$ cat config.mk
export PLATFORM = sky130hd
export DESIGN_NAME = frac_baud_gen
export DESIGN_NICKNAME = d
export VERILOG_FILES = /design/src/rtl/frac_baud_gen.sv
export SDC_FILE = /design/constraint.sdc
export NUM_CORES = 1
export LEC_CHECK = 0
export ABC_AREA = 1
export BUFFER_PORTS_ARGS = -buffer_cell sky130_fd_sc_hd__buf_2
export CAP_MARGIN = 20
export CORE_MARGIN = 8
export CORE_UTILIZATION = 55
export CTS_BUF_LIST = sky130_fd_sc_hd__clkbuf_16
export DETAILED_ROUTE_END_ITERATION = 12
export MAX_ROUTING_LAYER = met4
export PLACE_DENSITY = 0.8
export SYNTH_ARGS = -nofsm -noshare
export SYNTH_HDL_FRONTEND = slang
export SYNTH_SLANG_ARGS = --single-unit
$ cat constraint.sdc
create_clock -name clk -period 6.9 [get_ports clk]
set_clock_uncertainty 0.15 [all_clocks]
set_input_delay 1.38 -clock clk [delete_from_list [all_inputs] [get_ports clk]]
set_output_delay 1.38 -clock clk [all_outputs]
set_load 0.01 [all_outputs]
$ cat src/rtl/frac_baud_gen.sv
module frac_baud_gen #(
  parameter int INT_W  = 16,
  parameter int FRAC_W = 6,
  parameter int OVS    = 16
) (
  input  logic              clk,
  input  logic              rst_n,
  input  logic              en,
  input  logic [INT_W-1:0]  div_int,
  input  logic [FRAC_W-1:0] div_frac,
  input  logic              div_load,
  output logic              tick16,
  output logic              tick1
);
  localparam int CNT_W = INT_W + 1;
  localparam int SUB_W = $clog2(OVS);

  logic [INT_W-1:0]  int_q;
  logic [FRAC_W-1:0] frac_q;
  logic [CNT_W-1:0]  cnt_q;
  logic [FRAC_W-1:0] acc_q;
  logic [SUB_W-1:0]  sub_q;

  logic [FRAC_W:0]   acc_sum;
  logic [CNT_W-1:0]  period;
  logic              run;

  assign acc_sum = {1'b0, acc_q} + {1'b0, frac_q};
  assign period  = {1'b0, int_q} + CNT_W'(acc_sum[FRAC_W]);
  assign run     = en && !div_load && (int_q != '0);
  assign tick16  = run && (cnt_q == period - CNT_W'(1));
  assign tick1   = tick16 && (sub_q == SUB_W'(OVS - 1));

  always_ff @(posedge clk or negedge rst_n) begin
    if (!rst_n) begin
      int_q  <= '0;
      frac_q <= '0;
      cnt_q  <= '0;
      acc_q  <= '0;
      sub_q  <= '0;
    end else if (div_load) begin
      int_q  <= div_int;
      frac_q <= div_frac;
      cnt_q  <= '0;
      acc_q  <= '0;
      sub_q  <= '0;
    end else if (tick16) begin
      cnt_q  <= '0;
      acc_q  <= acc_sum[FRAC_W-1:0];
      sub_q  <= (sub_q == SUB_W'(OVS - 1)) ? '0 : sub_q + SUB_W'(1);
    end else if (run) begin
      cnt_q  <= cnt_q + CNT_W'(1);
    end
  end
endmodule

==> flow_metrics.py, run 1 <==
metrics = {
    "layout": {
        "area_growth_pct": 11.2,
        "fin_util_pct": 63.1,
        "fin_cells": 534,
        "multi_input_area_mm2": 0.00169,
        "nNetsFinal": 498,
        "layout-drive-gt1-share_pct": 11.0,
        "mostFrequentLayoutCell": "nand2_1",
        "layout_common_cells": "nand2_1, nor2_1, dfrtp_1",
        "fillers": 504,
        "diodes": 0,
        "seq_area_mm2": 0.00123,
    },
    "critical_path": {
        "ff2ff_path_depth": 21,
        "crit_fanout": 13,
        "crit_type": "flop to output port",
        "ff2ff_setup_slack_ns": 3.11,
        "regToRegEndpoint": "acc_q[5]$_DFFE_PN0P_",
        "arrival_ns": 3.66,
        "critPathCaptureType": "output port",
        "cp.required_ns": 5.37,
        "regToRegStartpoint": "frac_q[0]$_DFFE_PN0P_",
        "worst_setup_path_start_kind": "flop",
        "critPathLaunch": "frac_q[0]$_DFFE_PN0P_",
    },
    "hold_path": {
        "whs_path_depth": 2,
        "min_path_type": "flop to flop",
        "hold_path_end": "frac_q[5]$_DFFE_PN0P_",
        "worstHoldStart": "frac_q[5]$_DFFE_PN0P_",
    },
    "timing": {
        "grt_setup_unrepaired": "false",
        "maxSlewHeadroom_pct": 46.8,
        "timing.final.ws_setup_ns": 1.71,
        "period_minus_slack_ns": 5.19,
        "fmaxAchievable_mhz": 193,
        "finalHoldViolations": 0,
        "fin_tns_setup_ns": 0,
        "fin_crit_sh_pct": 75.3,
        "slew_viol_final": 0,
        "setup_viol": 0,
        "tightest_slew_ns": 0.792,
    },
    "synth": {
        "synth_seq_cells": 49,
        "synth_warnings": 0,
        "synth_top_area_share_pct": 39.2,
        "synth_area_leaders": "dfrtp_1, nand2_1, nor2_1",
        "syn_nets": 472,
        "synth_top_cell_by_area": "dfrtp_1",
        "synthCells": 435,
        "synth.distinct_cells": 31,
        "synth_seq_area_share_pct": 39.2,
        "netlist_area_mm2": 0.00313,
        "syn_area_per_cell_um2": 7.19,
    },
    "drt": {
        "wl_um": 7030,
        "ant_nets": 0,
        "num_vias": 2764,
        "wire_per_inst_um": 13.2,
        "routed_via_density": 5.18,
        "drt_iter0_markers": 174,
        "drt_pass1_iterations": 4,
        "drc": 0,
    },
    "power": {
        "finalPower_uw": 762,
        "leakagePower_uw": 0.00177,
        "peakVddDrop_mv": 0.136,
        "power.density_mw_per_mm2": 219,
    },
    "floorplan": {
        "core_mm2": 0.00551,
        "dieArea_mm2": 0.00835,
        "die_y_um": 91.4,
        "fp-row-count": 27,
        "pin_count": 28,
        "die_w_um": 91.4,
        "initial_core_util_pct": 56.8,
    },
    "grt": {
        "grt_max_degree": 50,
        "first_global_vias": 2680,
        "overflow": 0,
        "grt_usage_pct": 17.7,
        "antenna_found_initial": 0,
        "grt_pass1_wl_um": 12000,
    },
    "place": {
        "post-place-cells": 526,
        "place_congestion": 0.907,
        "port_buffers": 27,
        "hpwl_um": 5100,
        "dp_slack_ns": 2.05,
    },
    "clock_tree": {
        "cts.clk_slew.worst_paths_ns": 0.06,
        "clk_path_buf_depth": 2,
        "cts_tree": "done",
        "cts_resized": 0,
        "cts_sinks": 49,
        "cts_inserted_buffers": 5,
        "cts_setup_buffers": 0,
        "cts_hold_buf": 0,
        "clock_latency_ns": 0.29,
        "root_buffer": "clkbuf_16",
        "htree_levels": 2,
    },
    "flow_run": {
        "maxCapViolations": 0,
    },
    "status": {
        "status": "complete, no violations",
    },
}
## worst max-delay path: stages, from the launching register on
cell and delay [ns]:
dfrtp_1 0.35, ha_1 0.17, inv_1 0.06, fa_1 0.40, o21ai_0 0.29, a21o_1 0.16, a21oi_1 0.07, ha_1 0.26
ha_1 0.28, inv_1 0.10, nand2_1 0.06, nand2_1 0.08, nor2_1 0.04, nor2_1 0.09, nand2_1 0.05, nor2_1 0.09
nand3_1 0.07, nor2_1 0.12, nand3_2 0.29, nor3_2 0.19, buf_2 0.16
## cell families after synthesis
kind of cell / share of synthesized area [%]
flops: 39.2
compound gates: 3.36
buf+inv: 6.77
xor+xnor: 8.41
simple gates: 37.6
fa+ha+maj: 4.64
## report_power, final
part	leakage (µW)	internal, µW	switching [µW]	total, µW
logic	0.00105	62.6	97.1	160
registers	0.000637	310	23.4	333
clock network	0.0000826	168	101	270
## Yosys cell counts
master    instances
dfrtp_1          49
nor3_2            1
nor2_4            1
inv_2             2
nor2_1           70
a21oi_1           5
nand2_2           3
clkinv_1          1
nand2_1         140
inv_1            41
nor2_8            1
nand3_2           2
clkbuf_1          6
nor2_2            5
xor2_1           20
buf_6             1
a21o_1            2
nand3_1          27
nand2_4           2
xnor2_1          10
buf_4             1
nor3_1           10
nor4_1            1
buf_2             1
and2_1            1
nand4_1           4
ha_1             10
o21ai_0          11
nor3b_1           4
o21ai_1           2
fa_1              1
## how the worst max path moves through the flow
stage | endpoint | slack, ns | cells after the start
floorplan | tick1 | 2.45 | 20
global placement | tick1 | 2.15 | 20
detailed placement | tick1 | 2.05 | 20
CTS | tick1 | 1.71 | 20
global route | tick1 | 1.37 | 20
finish | tick1 | 1.71 | 20
## layout make-up
| cell class | instances | share of cell area (%) |
|---|---|---|
| inverters | 44 | 4.75 |
| flip-flops and latches | 49 | 35.3 |
| repair buffers | 28 | 4.11 |
| clock buffers | 5 | 3.60 |
| clock inverters | 3 | 1.08 |
| multi-input cells | 333 | 48.6 |
| well taps | 72 | 2.59 |
## registers in the layout, indices dropped and copies added (netlist names)
| signal | cells |
|---|---|
| sub_q | 4 |
| cnt_q | 17 |
| int_q | 16 |
| frac_q | 6 |
| acc_q | 6 |
## layer usage
metal | share of wire (%) | wire [µm] | GRT usage, % | vias up
li1 | - | - | - | 1397
met1 | 45 | 3150 | 20.6 | 1305
met3 | 3.0 | 210 | 2.96 | 9
met2 | 51 | 3600 | 30.7 | 53
met5 | 0 | 0 | - | -
met4 | 0.97 | 68 | 4.37 | 0
## stage by stage
step / instance area (µm²) / hold WS, ns
floorplan: 3130 / 0.298
global route: 3470 / 0.359
finish: 3470 / 0.333
global placement: 3310 / 0.314
CTS: 3470 / 0.335
detailed placement: 3310 / 0.319
(Power assumes the default switching activity.)
==> run 2: changes to the inputs <==
ABC_AREA = 0   (was 1)
CORE_UTILIZATION = 53   (was 55)
clock period = 4.2 ns   (was 6.9 ns; I/O delays follow)
==> flow_metrics.py, run 2 <==
metrics = {
    "drt": {
        "routed_via_density": 5.67,
        "drc": 0,
        "wire_per_inst_um": 16.3,
        "num_vias": 2285,
        "drt_iter0_markers": 105,
        "wl_um": 6560,
        "drt_pass1_iterations": 4,
        "ant_nets": 0,
    },
    "layout": {
        "seq_area_mm2": 0.00123,
        "reg_top3": "cnt_q: 17 flops, int_q: 16 flops",
        "nNetsFinal": 369,
        "layout_common_cells": "dfrtp_1, buf_4, buf_2",
        "largest_reg_flops": 17,
        "top_register": "cnt_q",
        "multi_input_area_mm2": 0.00164,
        "layout-drive-gt1-share_pct": 30.6,
        "diodes": 0,
        "area_growth_pct": 24.6,
        "mostFrequentLayoutCell": "dfrtp_1",
        "final_area_mm2": 0.00358,
        "fillers": 379,
    },
    "synth": {
        "synth_seq_cells": 49,
        "syn_area_per_cell_um2": 10.4,
        "synth_area_leaders": "dfrtp_1, mux2_2, xnor2_1",
        "synth.cells.most_frequent": "dfrtp_1, xnor2_1, nor3_1, xor2_1, mux2_2",
        "syn_nets": 313,
        "synth_seq_area_share_pct": 42.7,
        "synth_flop_cell": "dfrtp_1",
        "synth-edff-count": 0,
        "synth_warnings": 0,
        "async_reset_ff_share_pct": 100,
        "synth_top_area_share_pct": 42.7,
        "synth_top_cell_by_area": "dfrtp_1",
        "netlist_area_mm2": 0.00287,
        "synth.most_common_cell": "dfrtp_1",
        "synth.distinct_cells": 45,
        "synthCells": 276,
    },
    "floorplan": {
        "dieArea_mm2": 0.00803,
        "die_y_um": 89.6,
        "fp-row-count": 26,
        "die_w_um": 89.6,
        "core_mm2": 0.00517,
        "initial_core_util_pct": 55.5,
        "pin_count": 28,
    },
    "critical_path": {
        "slowest_delay_ns": 0.42,
        "critPathCaptureType": "output port",
        "crit_slowest_cell": "or3_4",
        "worst-path-buf-inv": 4,
        "ff2ff_setup_slack_ns": 0.04,
        "worst_setup_path_start_kind": "flop",
        "worstPathCellList": "ha_2 > inv_2 > fa_2 > inv_1 > a21oi_2 > o21bai_1 > a21o_1 > a21oi_2 > ha_2 > ha_4 > nor3b_4 > buf_4 > and4_1 > a21oi_1 > a2111o_1 > or3_4 > nor2_4 > and4_4 > buf_6",
        "ff2ff_path_depth": 21,
        "crit_fanout": 3,
        "cp_top_family": "simple AND/OR/NAND/NOR gates",
        "regToRegStartpoint": "acc_q[0]$_DFFE_PN0P_",
        "cp.depth": 19,
        "cp.required_ns": 3.21,
        "crit_type": "flop to output port",
        "arrival_ns": 3.95,
        "regToRegEndpoint": "acc_q[2]$_DFFE_PN0P_",
    },
    "place": {
        "place_congestion": 0.903,
        "dpl-instance-area_mm2": 0.00324,
        "hpwl_um": 4350,
        "port_buffers": 27,
    },
    "grt": {
        "antenna_found_initial": 0,
        "grt_pass1_wl_um": 10900,
        "first_global_vias": 2354,
        "overflow": 0,
        "grt_usage_pct": 18.1,
        "grt_max_degree": 53,
    },
    "clock_tree": {
        "cts_inserted_buffers": 5,
        "clock_latency_ns": 0.29,
        "root_buffer": "clkbuf_16",
        "cts_sinks": 49,
        "clk_path_buf_depth": 2,
        "htree_levels": 2,
        "cts_tree": "done",
        "cts.clk_slew.worst_paths_ns": 0.07,
    },
    "hold_path": {
        "min_path_type": "flop to flop",
        "whs_path_depth": 1,
        "worstHoldStart": "frac_q[4]$_DFFE_PN0P_",
        "hold_path_end": "frac_q[4]$_DFFE_PN0P_",
    },
    "status": {
        "status": "finished with violations",
        "violations": "setup timing",
    },
    "timing": {
        "fin_crit_sh_pct": 118,
        "period_minus_slack_ns": 4.94,
        "setup_viol": 2,
        "tightest_slew_ns": 0.857,
        "slew_viol_final": 0,
        "grt_setup_unrepaired": "true",
        "timing.final.ws_setup_ns": -0.735,
        "finalHoldViolations": 0,
        "maxSlewHeadroom_pct": 42.5,
        "fin_tns_setup_ns": -1.27,
        "fmaxAchievable_mhz": 203,
    },
    "power": {
        "leakagePower_uw": 0.00156,
        "peakVddDrop_mv": 0.272,
        "finalPower_uw": 1140,
        "power.density_mw_per_mm2": 318,
    },
    "flow_run": {
        "maxCapViolations": 0,
    },
}
[run 2: cell types whose count changed in the layout (fill, tap and decap cells not counted), moves of 5 or more]
cell	previous run	this run
nand2_1	140	14
nor2_1	70	14
inv_1	42	9
buf_4	1	28
mux2_2	0	19
nand3_1	27	13
nor3_1	10	21
xnor2_1	10	21
mux2i_1	0	8
o21ai_0	11	5
nor2_2	5	0
[run 2: through the flow]
| stage | hold WS [ns] | cells | utilization, % | worst slack [ns] |
|---|---|---|---|---|
| after floorplan | 0.337 | 276 | - | -0.209 |
| after global placement | 0.355 | 381 | 62.7 | -0.378 |
| after detailed placement | 0.354 | 381 | 62.7 | -0.450 |
| after CTS | 0.373 | 395 | 67.0 | -0.722 |
| after global routing | 0.387 | 403 | 69.2 | -0.956 |
| final | 0.367 | 403 | 69.2 | -0.735 |
[run 2: worst max path at each step]
| stage | startpoint | end |
|---|---|---|
| CTS | acc_q[0]$_DFFE_PN0P_ | tick1 |
| detailed placement | frac_q[0]$_DFFE_PN0P_ | tick1 |
| floorplan | frac_q[0]$_DFFE_PN0P_ | tick1 |
| finish | acc_q[0]$_DFFE_PN0P_ | tick1 |
| global route | acc_q[0]$_DFFE_PN0P_ | tick1 |
| global placement | frac_q[0]$_DFFE_PN0P_ | tick1 |
[run 2: kinds of logic after synthesis]
| logic type | Yosys count | share of synthesized area (%) |
|---|---|---|
| buffers and inverters | 18 | 3.23 |
| muxes | 27 | 10.2 |
| AOI/OAI and AO/OA | 34 | 7.89 |
| DFF | 49 | 42.7 |
| and+or+nand+nor | 94 | 17.7 |
| adders and majority gates | 11 | 5.06 |
| xor gates and xnor gates | 43 | 13.1 |
[run 2: area by class of cell]
type                            count  share of cell area [%]
Multi-Input combinational cell    209                    45.8
Sequential cell                    49                    34.3
Timing Repair Buffer               58                    11.8
Clock buffer                        5                    3.50
Tap cell                           70                    2.45
Clock inverter                      3                    1.19
Inverter                            9                   0.944
[run 2: routing by layer]
| layer | part of all wire [%] | wire length (µm) | vias up | GRT usage (%) |
|---|---|---|---|---|
| li1 | - | - | 1100 | - |
| met1 | 44 | 2880 | 1112 | 21.6 |
| met2 | 48 | 3180 | 53 | 29.3 |
| met3 | 4.7 | 306 | 20 | 4.09 |
| met4 | 3.0 | 199 | 0 | 7.10 |
| met5 | 0 | 0 | - | - |
[run 2: power by group]
group	internal, µW	leakage [µW]	total [µW]	switching [µW]
combinational	79.4	0.000837	155	75.7
clock	280	0.0000852	458	178
sequential	494	0.000635	526	32.3
total	853	0.00156	1140	286
[run 2: repair_timing]
| action | CTS | global route |
|---|---|---|
| cloned | 0 | 1 |
| hold buffers | 0 | 0 |
| endpoints found under the setup margin | 2 | 12 |
| pin swaps | 11 | 2 |
| gates resized for setup | 2 | 4 |
| setup buffers | 6 | 6 |
